## src/rtl/tmo_pkg.sv

```systemverilog
// Package: shared control bundle for the receive timeout counter.
// Assumes: consumers agree that load and halt never assert together.
package tmo_pkg;
    typedef struct packed {
        logic load;     // load preload and run
        logic halt;     // stop counting
        logic clr_rdy;  // clear the ready flag
    } tmo_ctl_t;
endpackage

```

## src/rtl/tmo_mode_ctl.sv

```systemverilog
// Module: tmo_mode_ctl
// Holds the timeout-mode state and turns the raw strobes into one control
// bundle for the counter and the flag. Strobes are weighed against the mode
// held before this edge. Timeout-on has priority over everything, and stop
// has priority over start.
// Assumes: strobes are single-cycle and synchronous to clk.
module tmo_mode_ctl
    import tmo_pkg::*;
(
    input  logic     clk,
    input  logic     rst_n,
    input  logic     start_i,
    input  logic     stop_i,
    input  logic     tmo_on_i,
    input  logic     tmo_off_i,
    input  logic     rx_xfer_i,
    output logic     mode_o,
    output tmo_ctl_t ctl_o
);
    logic mode_q;

    // Mode register: timeout-on sets it, timeout-off clears it, and on wins.
    always_ff @(posedge clk) begin
        if (!rst_n)         mode_q <= 1'b0;
        else if (tmo_on_i)  mode_q <= 1'b1;
        else if (tmo_off_i) mode_q <= 1'b0;
    end

    // Control decode: the owner of the counter depends on the current mode.
    always_comb begin
        ctl_o.halt    = tmo_on_i | (~mode_q & stop_i);
        ctl_o.clr_rdy = tmo_on_i | (~mode_q & stop_i);
        if (tmo_on_i)    ctl_o.load = 1'b0;
        else if (mode_q) ctl_o.load = rx_xfer_i;
        else             ctl_o.load = start_i & ~stop_i;
    end

    assign mode_o = mode_q;

    assert_enter_mode_R6: assert property (@(posedge clk) disable iff (!rst_n)
        tmo_on_i |=> mode_q);
    assert_leave_mode_R10: assert property (@(posedge clk) disable iff (!rst_n)
        (tmo_off_i && !tmo_on_i) |=> !mode_q);
endmodule

```

## src/rtl/tmo_down_cnt.sv

```systemverilog
// Module: tmo_down_cnt
// Down counter with load, halt and tick. An expiry happens when a tick finds
// a running count of 1 or 0 with no load or halt in the same cycle. On expiry
// the counter reloads and keeps running, unless hold_zero is set, in which
// case it parks at 0 and stops.
// Assumes: load and halt are never asserted together.
module tmo_down_cnt #(
    parameter int CNT_W = 16
) (
    input  logic             clk,
    input  logic             rst_n,
    input  logic             tick_i,
    input  logic             load_i,
    input  logic             halt_i,
    input  logic             hold_zero_i,
    input  logic [CNT_W-1:0] preload_i,
    output logic [CNT_W-1:0] count_o,
    output logic             running_o,
    output logic             expire_o
);
    localparam logic [CNT_W-1:0] ONE = CNT_W'(1);

    logic [CNT_W-1:0] count_q;
    logic             run_q;
    logic             last_step;

    // Expiry detect: this tick ends the current interval.
    assign last_step = (count_q == '0) || (count_q == ONE);
    assign expire_o  = run_q & tick_i & ~load_i & ~halt_i & last_step;

    // Count and run state update.
    always_ff @(posedge clk) begin
        if (!rst_n) begin
            count_q <= '0;
            run_q   <= 1'b0;
        end else if (halt_i) begin
            run_q   <= 1'b0;
        end else if (load_i) begin
            count_q <= preload_i;
            run_q   <= 1'b1;
        end else if (expire_o) begin
            if (hold_zero_i) begin
                count_q <= '0;
                run_q   <= 1'b0;
            end else begin
                count_q <= preload_i;
            end
        end else if (run_q && tick_i) begin
            count_q <= count_q - ONE;
        end
    end

    assign count_o   = count_q;
    assign running_o = run_q;

    assert_decrement_R3: assert property (@(posedge clk) disable iff (!rst_n)
        (run_q && tick_i && !load_i && !halt_i && count_q > ONE)
        |=> count_q == $past(count_q) - ONE);
    assert_idle_hold_R3: assert property (@(posedge clk) disable iff (!rst_n)
        (!tick_i && !load_i && !halt_i) |=> $stable(count_q) && $stable(run_q));
    assert_park_zero_R9: assert property (@(posedge clk) disable iff (!rst_n)
        (expire_o && hold_zero_i) |=> (count_q == '0) && !run_q);
    assert_reload_R4: assert property (@(posedge clk) disable iff (!rst_n)
        (expire_o && !hold_zero_i) |=> run_q && count_q == $past(preload_i));
    assert_load_R2: assert property (@(posedge clk) disable iff (!rst_n)
        load_i |=> run_q && count_q == $past(preload_i));
endmodule

```

## src/rtl/tmo_ready_flag.sv

```systemverilog
// Module: tmo_ready_flag
// Sticky counter-ready flag. Any expiry sets it, and the clear request
// removes it. Clear wins, although the decoder never raises both in one cycle.
// Assumes: clr_i comes from the mode decoder, expire_i from the counter.
module tmo_ready_flag (
    input  logic clk,
    input  logic rst_n,
    input  logic expire_i,
    input  logic clr_i,
    output logic ready_o
);
    logic ready_q;

    // Flag register: set on expiry, cleared on request.
    always_ff @(posedge clk) begin
        if (!rst_n)        ready_q <= 1'b0;
        else if (clr_i)    ready_q <= 1'b0;
        else if (expire_i) ready_q <= 1'b1;
    end

    assign ready_o = ready_q;

    assert_flag_set_R4: assert property (@(posedge clk) disable iff (!rst_n)
        (expire_i && !clr_i) |=> ready_q);
    assert_flag_clear_R5: assert property (@(posedge clk) disable iff (!rst_n)
        clr_i |=> !ready_q);
    assert_flag_sticky_R11: assert property (@(posedge clk) disable iff (!rst_n)
        (ready_q && !clr_i) |=> ready_q);
endmodule

```

## src/rtl/rx_tmo_counter.sv

```systemverilog
// Module: rx_tmo_counter (top)
// Receive timeout counter controller. Instantiates the mode decoder, the
// down counter and the ready flag. In timeout mode the counter parks at zero
// on expiry. In normal mode it reloads and keeps running.
// Assumes: tick_i is a one-cycle enable from a prescaler, and all strobes
// are synchronous to clk.
module rx_tmo_counter
    import tmo_pkg::*;
#(
    parameter int CNT_W = 16
) (
    input  logic             clk,
    input  logic             rst_n,
    input  logic             tick_i,
    input  logic [CNT_W-1:0] preload_i,
    input  logic             start_i,
    input  logic             stop_i,
    input  logic             tmo_on_i,
    input  logic             tmo_off_i,
    input  logic             rx_xfer_i,
    output logic [CNT_W-1:0] count_o,
    output logic             running_o,
    output logic             tmo_mode_o,
    output logic             cnt_ready_o
);
    tmo_ctl_t ctl;
    logic     mode;
    logic     expire;

    tmo_mode_ctl u_mode (
        .clk       (clk),
        .rst_n     (rst_n),
        .start_i   (start_i),
        .stop_i    (stop_i),
        .tmo_on_i  (tmo_on_i),
        .tmo_off_i (tmo_off_i),
        .rx_xfer_i (rx_xfer_i),
        .mode_o    (mode),
        .ctl_o     (ctl)
    );

    tmo_down_cnt #(.CNT_W(CNT_W)) u_cnt (
        .clk         (clk),
        .rst_n       (rst_n),
        .tick_i      (tick_i),
        .load_i      (ctl.load),
        .halt_i      (ctl.halt),
        .hold_zero_i (mode),
        .preload_i   (preload_i),
        .count_o     (count_o),
        .running_o   (running_o),
        .expire_o    (expire)
    );

    tmo_ready_flag u_flag (
        .clk      (clk),
        .rst_n    (rst_n),
        .expire_i (expire),
        .clr_i    (ctl.clr_rdy),
        .ready_o  (cnt_ready_o)
    );

    assign tmo_mode_o = mode;

    assert_tmo_on_halts_R6: assert property (@(posedge clk) disable iff (!rst_n)
        tmo_on_i |=> !running_o && !cnt_ready_o && $stable(count_o));
    assert_cmds_ignored_R7: assert property (@(posedge clk) disable iff (!rst_n)
        (tmo_mode_o && !tmo_on_i && !rx_xfer_i && !tick_i && (start_i || stop_i))
        |=> $stable(count_o) && $stable(running_o) && $stable(cnt_ready_o));
    assert_off_keeps_R10: assert property (@(posedge clk) disable iff (!rst_n)
        (tmo_mode_o && tmo_off_i && !tmo_on_i && !rx_xfer_i && !tick_i)
        |=> !tmo_mode_o && $stable(running_o) && $stable(cnt_ready_o));
    assert_stop_R5: assert property (@(posedge clk) disable iff (!rst_n)
        (!tmo_mode_o && stop_i) |=> !running_o && !cnt_ready_o);
    assert_xfer_ignored_R12: assert property (@(posedge clk) disable iff (!rst_n)
        (!tmo_mode_o && rx_xfer_i && !start_i && !stop_i && !tmo_on_i && !tick_i)
        |=> $stable(count_o) && $stable(running_o));
endmodule

```

## config.mk

```make
export PLATFORM = sky130hd
export DESIGN_NAME = rx_tmo_counter
export DESIGN_NICKNAME = d
export VERILOG_FILES = /design/src/rtl/tmo_pkg.sv /design/src/rtl/tmo_mode_ctl.sv /design/src/rtl/tmo_down_cnt.sv /design/src/rtl/tmo_ready_flag.sv /design/src/rtl/rx_tmo_counter.sv
export SDC_FILE = /design/constraint.sdc
export NUM_CORES = 1
export LEC_CHECK = 0
export ABC_AREA = 1
export BUFFER_PORTS_ARGS = -buffer_cell sky130_fd_sc_hd__buf_2
export CAP_MARGIN = 20
export CORE_UTILIZATION = 41
export CTS_BUF_LIST = sky130_fd_sc_hd__clkbuf_4
export DETAILED_ROUTE_END_ITERATION = 7
export PLACE_DENSITY = 0.66
export SLEW_MARGIN = 20
export SYNTH_ARGS = -nofsm -noshare
export SYNTH_HDL_FRONTEND = slang
export SYNTH_SLANG_ARGS = --single-unit
```

## constraint.sdc

```tcl
create_clock -name clk -period 2 [get_ports clk]
set_input_delay 0.3 -clock clk [delete_from_list [all_inputs] [get_ports clk]]
set_output_delay 0.3 -clock clk [all_outputs]
set_load 0.005 [all_outputs]
```

Yosys cells after proc, flatten, opt, wreduce, memory -nomap -nowiden
Index checks and enable logic that the tools add are counted.
- $add $sub $neg: 1
- equal/unequal tests: 1
- mux-type cells: 11
- bitwise gates (word level): 12
- reductions and logical operators: 10
- operator list (operator ; number):
    2-to-1 mux 16 bit ; 4
    == test 16 x 1 -> 1 bit, second input constant ; 1
    logical NOT 16 bit ; 1
    subtractor 16 x 1 -> 16 bit, second input constant ; 1
    2-to-1 mux 1 bit ; 7
    bitwise AND 1 bit ; 6
    nonzero test 2 bit ; 3
    NOT 1 bit ; 5
    AND reduction 2 bit ; 2
    nonzero test 3 bit ; 1
    OR reduction 2 bit ; 1
    logical AND 1 bit ; 1
    logical OR 1 bit ; 1
    bitwise OR 1 bit ; 1
- flip-flop bits (word level): 19
- bits of input ports: 24
- output and inout bits: 19
- word-level logic and storage cells: 39

Logic depth before layout (Yosys ltp)
Gate-level depths: netlist of run 1.
- depth after elaboration: 10
- depth in mapped cells: 13
- depth with buffers taken out: 11

Cells and area by module
Synthesis of run 1 repeated with hierarchy kept, for this count alone.
- cell total of the unflattened synthesis: 262
- area total of the unflattened synthesis: 1515.2 um2
- modules (own cells, without submodules) (module ; instances ; cells each ; area an instance (um2) ; seq. area each (um2)):
    tmo_down_cnt ; 1 ; 244 ; 1401.3 ; 340.3
    tmo_mode_ctl ; 1 ; 13 ; 78.8 ; 20.0
    tmo_ready_flag ; 1 ; 5 ; 35.0 ; 20.0

Least setup slack after synthesis of run 1
OpenSTA, ideal clock, no wires.
- path type: reg-to-reg
- start point: reg u_cnt.count_q[0] (netlist: u_cnt.count_o[0])
- end point: reg u_cnt.count_q[10] (netlist: u_cnt.count_o[10])
- library setup time: 0.123 ns
- arrival: 1.384 ns
- data required time: 1.877 ns
- setup slack: 0.493 ns
- stages on the path, launching flop included: 12
- buffers on the path: 0
- period minus slack after synthesis: 1.507 ns
- path through: dfxtp_1 -> inv_1 -> ha_1 -> nand2_2 -> nor2_4 -> nand2_1 -> nand2_2 -> nand2_1 -> nand2_1 -> nand3_1 -> nand2_1 -> a21oi_1
- word-level cells in the longest chain between the ends: 5
- elaborated cells on any way between the ends: 10
- classes of those cells: add/sub: 1; eq/ne: 1; mux: 3; bitwise: 1; reduce/logical: 4
- ends and longest elaborated chain (item ; RTL line ; source):
    from (decl) ; tmo_down_cnt.sv:23 ; logic [CNT_W-1:0] count_q;
    from (signal assigned) ; tmo_down_cnt.sv:39 ; count_q <= preload_i;
    from (signal assigned) ; tmo_down_cnt.sv:46 ; count_q <= preload_i;
    from (signal assigned) ; tmo_down_cnt.sv:49 ; count_q <= count_q - ONE;
    parallel branches: the longest is 5 deep, another holds subtractor 16 x 1 -> 16 bit ; n/a ;
Parallel ways; which one is timed is not known. The select of a mux whose other input is x is not followed.
A chain may end at the register's enable or synchronous reset.

Worst setup path in the final report of run 1
- start point: reg u_mode.mode_q (netlist: u_mode.mode_o)
- end point: reg u_cnt.count_q[12] (netlist: u_cnt.count_o[12])
- word-level cells in the longest chain between the ends: 8
- elaborated cells on any way between the ends: 15
- classes of those cells: mux: 5; bitwise: 8; reduce/logical: 2
- ends and longest elaborated chain (item ; RTL line ; source):
    from (decl) ; tmo_mode_ctl.sv:20 ; logic mode_q;
    from (signal assigned) ; tmo_mode_ctl.sv:24 ; if (!rst_n) mode_q <= 1'b0;
    from (signal assigned) ; tmo_mode_ctl.sv:25 ; else if (tmo_on_i) mode_q <= 1'b1;
    from (signal assigned) ; tmo_mode_ctl.sv:26 ; else if (tmo_off_i) mode_q <= 1'b0;
    2-to-1 mux 1 bit / NOT 1 bit (equally long branches) ; tmo_mode_ctl.sv:34, tmo_mode_ctl.sv:31 ;
    2-to-1 mux 1 bit / bitwise AND 1 bit (equally long branches) ; tmo_mode_ctl.sv:33, tmo_mode_ctl.sv:31 ;
    NOT 1 bit / bitwise OR 1 bit (equally long branches) ; tmo_down_cnt.sv:29, tmo_mode_ctl.sv:31 ;
    bitwise AND 1 bit / NOT 1 bit (equally long branches) ; n/a ;
    bitwise AND 1 bit (2 in series) ; tmo_down_cnt.sv:29 ; assign expire_o = run_q & tick_i & ~load_i & ~halt_i & last_step;
    nonzero test 3 bit (no line) / 2-to-1 mux 16 bit (equally long branches) ; n/a ;
    AND reduction 2 bit (no line) / 2-to-1 mux 16 bit (equally long branches) ; n/a ;
Parallel ways exist; a longest one is shown, timed or not.

==> results.toml, run 1 <==
[outcome]
run_status = "complete, no violations"

[synth]
synth_flop_cell = "sky130_fd_sc_hd__dfxtp_1"
synth.lib_cells_used.distinct = 30
synth_compound_area_share_pct = 15.7
synth-async-reset-ratio_pct = 0
synth_xor_area_share_pct = 0.548
yosys_warnings = 0
synth_area_per_cell_um2 = 5.88
ys_ff_latch = 19
synthMuxAreaShare_pct = 0
yosysTopAreaCell = "sky130_fd_sc_hd__dfxtp_1"
main_combinational_cell_family_by_area_after_synthesis = "simple AND/OR/NAND/NOR gates"
syn_nets = 298
post_synth_fa_ha_maj_area_fraction_pct = 1.56
synth_edf_count = 0
post_synth_inst_count = 272
share_of_the_synthesized_area_in_the_top_cell_type_pct = 23.8
yosys-top-cells-area = "sky130_fd_sc_hd__dfxtp_1 24%, sky130_fd_sc_hd__nand2_1 19%, sky130_fd_sc_hd__nand3_1 8.8%"
yosysSeqAreaShare_pct = 23.8
syn-cell-area_mm2 = 0.00160
synth-simple-area-share_pct = 46.5

[global_routing]
grt_antenna_before_repair = 0
grt_max_degree = 22
first_pass_grt_wire_length_um = 6690
grt.total_usage_pct = 20.4
grt_pass1_vias = 1531
grt-ovfl-total = 0

[floorplan]
std_cell_rows = 22
die_h_um = 64.5
pin_count = 43
floorplan.die.width_um = 64.5
floorplan.initialDensity_pct = 43.4
dieArea_mm2 = 0.00415
core_region_area_mm2 = 0.00369

[pwr]
total_power_after_layout_mw = 1.21
ir_drop_v = 0.000306
power_density_mw_per_mm2 = 651
power.static_leakage_nw = 1.01

[setup_path]
critical-path-top-delay-family = "buffers and inverters"
worst_path_max_delay_cell = "sky130_fd_sc_hd__dfxtp_1"
crit_path_end_kind = "flip-flop"
worst_ep_required_time_ns = 2.26
worst_path_largest_cell_delay_ns = 0.49
cp.arrival_ns = 2.09
timing.critical_path.cells = "inv_4, nand2_2, nand2_4, nor2_4, clkinvlp_2, a21boi_1, nor2_1, nor2_1"
crit_fanout = 10
timing.critical_path.mode_cell = "sky130_fd_sc_hd__nor2_1"
cp-start-kind = "flip-flop"
critical_path_class = "reg -> reg"
critPathBufInv = 2

[finish]
nets = 341
finish.cell_count_without_fillers = 362
layout_common_cells = "82 x sky130_fd_sc_hd__nand2_1, 42 x sky130_fd_sc_hd__buf_2, 35 x sky130_fd_sc_hd__nor2_1, 29 x sky130_fd_sc_hd__inv_1, 28 x sky130_fd_sc_hd__nand3_1"
antenna_cells_inserted = 0
final_common_cell = "sky130_fd_sc_hd__nand2_1"
drive_gt1_share_pct = 23.6
layout-area-overhead-vs-synth_pct = 16.7

[sta]
rsz0062_at_grt = "false"
drv_slew = 0
setup-violations-final = 0
max-slew-margin-rel_pct = 70.3
hold_violations = 0
worst_slew_pin_tran_ns = 0.443
fin_crit_ns = 1.83
maxClockFrequency_ghz = 0.547
worst_case_setup_margin_in_the_final_layout_ns = 0.172
finalSetupTns_ns = 0
final.period_utilization_pct = 91.4
finClkSkew_ns = 0.00461

[clocking]
post_cts_resized = 0
ctsHtreeMaxLevel = 1
cts_made_buffers = 3
clk_pin_slew_ns = 0.13
cts_tree = "done"
post-cts-setup-buffers = 0
cts_hold_buf = 0
cts-root-buf = "sky130_fd_sc_hd__clkbuf_4"
clock-sinks = 19
clockBufferDepth = 2
skew_pair_late_insertion_delay_ns = 0.32

[routing]
post_route_ant_nets = 0
detail_route.first_pass.iterations = 4
routedWlPerCell_um = 11.1
detailroute.via_count = 1784
initialDrtViolationCount = 86
drcViolationCount = 0
avgViaCountPerCell = 4.93
wirelength_um = 4010

[place]
finalWeightedCongestion = 0.891
dp.cells = 357
io_buffer_count = 42
dp_hpwl_um = 2970
preCtsSetupSlack_ns = 0.167

[worst_hold_path]
min_path_type = "in -> reg"

[run]
cap_viol_max_count = 0
==> through the flow <==
step | area, um^2 | util (%) | hold slack, ns
4_1_cts | 1860 | 50.3 | 0.199
3_5_place_dp | 1830 | 49.5 | 0.446
3_3_place_gp | 1830 | 49.5 | 0.438
2_1_floorplan | 1600 | - | 0.421
6_report | 1870 | 50.6 | 0.195
5_1_grt | 1870 | 50.6 | 0.237
==> worst register-to-register path, stage by stage, from the launching register on <==
cell and delay, ns:
sky130_fd_sc_hd__dfxtp_1 0.49, sky130_fd_sc_hd__inv_4 0.09, sky130_fd_sc_hd__nand2_2 0.08, sky130_fd_sc_hd__nand2_4 0.06, sky130_fd_sc_hd__nor2_4 0.20, sky130_fd_sc_hd__clkinvlp_2 0.44
sky130_fd_sc_hd__a21boi_1 0.27, sky130_fd_sc_hd__nor2_1 0.07, sky130_fd_sc_hd__nor2_1 0.07
==> path summary, 6_finish.rpt <==
check / slack, ns / depth (start not counted) / end / start
max: 0.17 / 8 / u_cnt.count_o[12]$_SDFFE_PN0P_ / u_mode.mode_o$_SDFFE_PN0P_
min: 0.20 / 3 / u_mode.mode_o$_SDFFE_PN0P_ / tmo_on_i
max reg2reg: 0.17 / 8 / u_cnt.count_o[12]$_SDFFE_PN0P_ / u_mode.mode_o$_SDFFE_PN0P_
min reg2reg: 0.47 / 2 / u_flag.ready_o$_SDFFE_PP0P_ / u_flag.ready_o$_SDFFE_PP0P_
==> registers in the layout, summed over array words and instances, names as in the netlist <==
name	count
u_flag.ready_o	1
u_mode.mode_o	1
u_cnt.count_o	16
u_cnt.running_o	1
==> cell usage after synthesis, types with 3 or more instances <==
master	count
sky130_fd_sc_hd__nand2_1	82
sky130_fd_sc_hd__nor2_1	35
sky130_fd_sc_hd__inv_1	30
sky130_fd_sc_hd__nand3_1	28
sky130_fd_sc_hd__dfxtp_1	19
sky130_fd_sc_hd__a21oi_1	18
sky130_fd_sc_hd__o21ai_0	9
sky130_fd_sc_hd__nand2_2	6
sky130_fd_sc_hd__o21ai_1	6
sky130_fd_sc_hd__a31oi_1	3
sky130_fd_sc_hd__buf_6	3
sky130_fd_sc_hd__nand4_1	3
sky130_fd_sc_hd__nor2_2	3
sky130_fd_sc_hd__nor2_4	3
sky130_fd_sc_hd__or2_2	3
==> power by group <==
part | switching (mW) | total, mW | internal, mW
logic | 0.325 | 0.536 | 0.211
registers | 0.0395 | 0.445 | 0.406
clock network | 0.141 | 0.233 | 0.0916
total | 0.506 | 1.21 | 0.708
==> cells by family (layout without fill, tap and decap cells) <==
kind of cell / Yosys count / after routing
compound gates: 42 / 42
xor+xnor: 1 / 1
fa+ha+maj: 2 / 2
buf+inv: 41 / 83
flops: 19 / 19
simple gates: 167 / 167
==> layer usage <==
metal  GRT usage, %  up-vias  share of wire (%)
met1           26.4      795                 50
li1               -      952                  -
met2           35.3       32                 46
met3           2.64        5                3.2
met5              0        -                  0
met4           5.83        0                1.1
==> final cells by class <==
class	count	area [um^2]
Clock buffer	4	30.0
Fill cell	402	1820
Inverter	34	136
Multi-Input combinational cell	212	1030
Sequential cell	19	380
Tap cell	48	60.1
Timing Repair Buffer	44	225
Timing Repair inverter	1	5.00
(Power assumes the default switching activity.)
==> run 2, diff against run 1 <==
--- a/config.mk
+++ b/config.mk
@@ -11,8 +11,10 @@
 export CORE_UTILIZATION = 41
 export CTS_BUF_LIST = sky130_fd_sc_hd__clkbuf_4
 export DETAILED_ROUTE_END_ITERATION = 7
+export MAX_ROUTING_LAYER = met4
 export PLACE_DENSITY = 0.66
 export SLEW_MARGIN = 20
 export SYNTH_ARGS = -nofsm -noshare
 export SYNTH_HDL_FRONTEND = slang
 export SYNTH_SLANG_ARGS = --single-unit
+export TNS_END_PERCENT = 5
==> constraint.sdc (replaced) <==
create_clock -name clk -period 2.1 [get_ports clk]
set_input_delay 0.315 -clock clk [delete_from_list [all_inputs] [get_ports clk]]
set_output_delay 0.315 -clock clk [all_outputs]
set_load 0.005 [all_outputs]
==> run 2 against run 1 <==
Against the previous run: critical path depth is 1 higher; largest power group unchanged; non-clock buffer count is 1 higher; power is 5.2% lower; setup slack better by 0.14 ns; clock-buffer cell count stayed put; cell count stayed put; via count is 0.62% higher; clock skew hardly changed; clock power is 7% lower; maximum frequency is 2.0% higher.
==> results.toml, run 2 (synthesis gave the netlist of run 1 again) <==
[sta]
worst_hold_slack_ns = 0.224
final.period_utilization_pct = 85.4
worst_case_setup_margin_in_the_final_layout_ns = 0.308
fin_crit_ns = 1.79
maxClockFrequency_ghz = 0.558
max-slew-margin-rel_pct = 69.5
finalSetupTns_ns = 0
drv_slew = 0
hold_violations = 0
setup-violations-final = 0
worst_slew_pin_tran_ns = 0.457
rsz0062_at_grt = "false"
finClkSkew_ns = 0.00445

[floorplan]
pin_count = 43
floorplan.die.width_um = 64.5
floorplan.initialDensity_pct = 43.4
std_cell_rows = 22
dieArea_mm2 = 0.00415
core_region_area_mm2 = 0.00369
die_h_um = 64.5

[setup_path]
worst_path_max_delay_cell = "sky130_fd_sc_hd__dfxtp_1"
critical_path_class = "reg -> reg"
crit_fanout = 19
worst_ep_required_time_ns = 2.32
cp.arrival_ns = 2.01
cp-start-kind = "flip-flop"
reg2regPathDepth = 9
reg2reg_to = "u_cnt.count_o[3]$_SDFFE_PN0P_"
timing.critical_path.cells = "nand2_1, o21ai_4, inv_2, o21ai_4, inv_2, o21ai_0, inv_1, nand2_1, inv_1"
critical_path.reg2reg.startpoint = "u_mode.mode_o$_SDFFE_PN0P_"
regToRegSetupSlack_ns = 0.31
worst_path_largest_cell_delay_ns = 0.63
crit_path_end_kind = "flip-flop"

[global_routing]
grt_pass1_vias = 1528
grt_antenna_before_repair = 0
grt.total_usage_pct = 21.7
first_pass_grt_wire_length_um = 6910
grt-ovfl-total = 0
grt_max_degree = 20

[place]
dp.cells = 358
finalWeightedCongestion = 0.898
dp_hpwl_um = 3130
preCtsSetupSlack_ns = 0.334
placement.cell_area_mm2 = 0.00183
io_buffer_count = 42

[pwr]
power_density_mw_per_mm2 = 617
power.static_leakage_nw = 1.01
ir_drop_v = 0.000306
total_power_after_layout_mw = 1.15

[clocking]
clockBufferDepth = 2
cts_hold_buf = 0
skew_pair_late_insertion_delay_ns = 0.30
clock-sinks = 19
cts_tree = "done"
clk_pin_slew_ns = 0.13
post-cts-setup-buffers = 0
cts_made_buffers = 3
cts-root-buf = "sky130_fd_sc_hd__clkbuf_4"
ctsHtreeMaxLevel = 1
post_cts_resized = 0

[finish]
antenna_cells_inserted = 0
drive_gt1_share_pct = 23.2
layout_common_cells = "82 x sky130_fd_sc_hd__nand2_1, 42 x sky130_fd_sc_hd__buf_2, 35 x sky130_fd_sc_hd__nor2_1, 30 x sky130_fd_sc_hd__inv_1, 28 x sky130_fd_sc_hd__nand3_1"
ff_latch_area_um2 = 380
layout-area-overhead-vs-synth_pct = 16.6
filler_instances = 419
final_common_cell = "sky130_fd_sc_hd__nand2_1"
finalInstanceArea_mm2 = 0.00186
finish.cell_count_without_fillers = 362
largest_register_ffs = 16
footprint_of_the_multi_input_gates_mm2 = 0.00103
nets = 341
postLayoutCoreUtil_pct = 50.5

[outcome]
run_status = "complete, no violations"

[worst_hold_path]
min_path_type = "in -> reg"
worst_hold_path.endpoint = "u_mode.mode_o$_SDFFE_PN0P_"
min_from = "tmo_on_i"
min_delay_path_depth = 3

[routing]
post_route_ant_nets = 0
detail_route.first_pass.iterations = 4
routedWlPerCell_um = 11.1
wirelength_um = 4020
routed-wl-met3_um = 113
top_layer = "met4"
avgViaCountPerCell = 4.96
drcViolationCount = 0
initialDrtViolationCount = 121
dr_wl_met2_um = 1900
wirelength_met1_um = 1980
detailroute.via_count = 1795

[run]
cap_viol_max_count = 0
[run 2: changes by cell type in the layout (fill, tap and decap cells not counted)]
cell	change
sky130_fd_sc_hd__buf_4	+1
sky130_fd_sc_hd__inv_1	+1
sky130_fd_sc_hd__clkinvlp_2	-1
sky130_fd_sc_hd__clkinvlp_4	-1
[run 2: where the power goes]
| group | internal (mW) | switching, mW |
|---|---|---|
| Combinational | 0.202 | 0.307 |
| Clock | 0.0868 | 0.129 |
| Sequential | 0.386 | 0.0393 |
[run 2: critical path: cells and delay by family (launching register included)]
family          cells  cell delay (ns)
compound gates      3             0.48
flops               1             0.63
simple gates        2             0.23
buf+inv             4             0.37
[run 2: area by class of cell]
type,instances,share of cell area [%]
multi-input cells,212,55.2
flip-flops and latches,19,20.4
repair buffers,45,12.5
inverters,34,7.11
well taps,48,3.22
clock buffers,4,1.61
[run 2: worst max path at each step]
stage | start | to | slack [ns] | cells past startpoint
CTS | u_mode.mode_o$_SDFFE_PN0P_ | u_cnt.count_o[3]$_SDFFE_PN0P_ | 0.31 | 9
finish | u_mode.mode_o$_SDFFE_PN0P_ | u_cnt.count_o[3]$_SDFFE_PN0P_ | 0.31 | 9
detailed placement | u_mode.mode_o$_SDFFE_PN0P_ | u_cnt.count_o[3]$_SDFFE_PN0P_ | 0.33 | 9
global placement | u_mode.mode_o$_SDFFE_PN0P_ | u_cnt.count_o[14]$_SDFFE_PN0P_ | 0.38 | 9
floorplan | u_cnt.count_o[0]$_SDFFE_PN0P_ | u_cnt.count_o[10]$_SDFFE_PN0P_ | 0.59 | 11
global route | u_mode.mode_o$_SDFFE_PN0P_ | u_cnt.count_o[3]$_SDFFE_PN0P_ | 0.05 | 9
[run 2: layer usage]
layer  global-route usage (%)  vias to the layer above
met2                     34.5                       30
met4                     5.00                        0
met5                        -                        -
met3                     2.64                        2
li1                         -                      958
met1                     29.3                      805
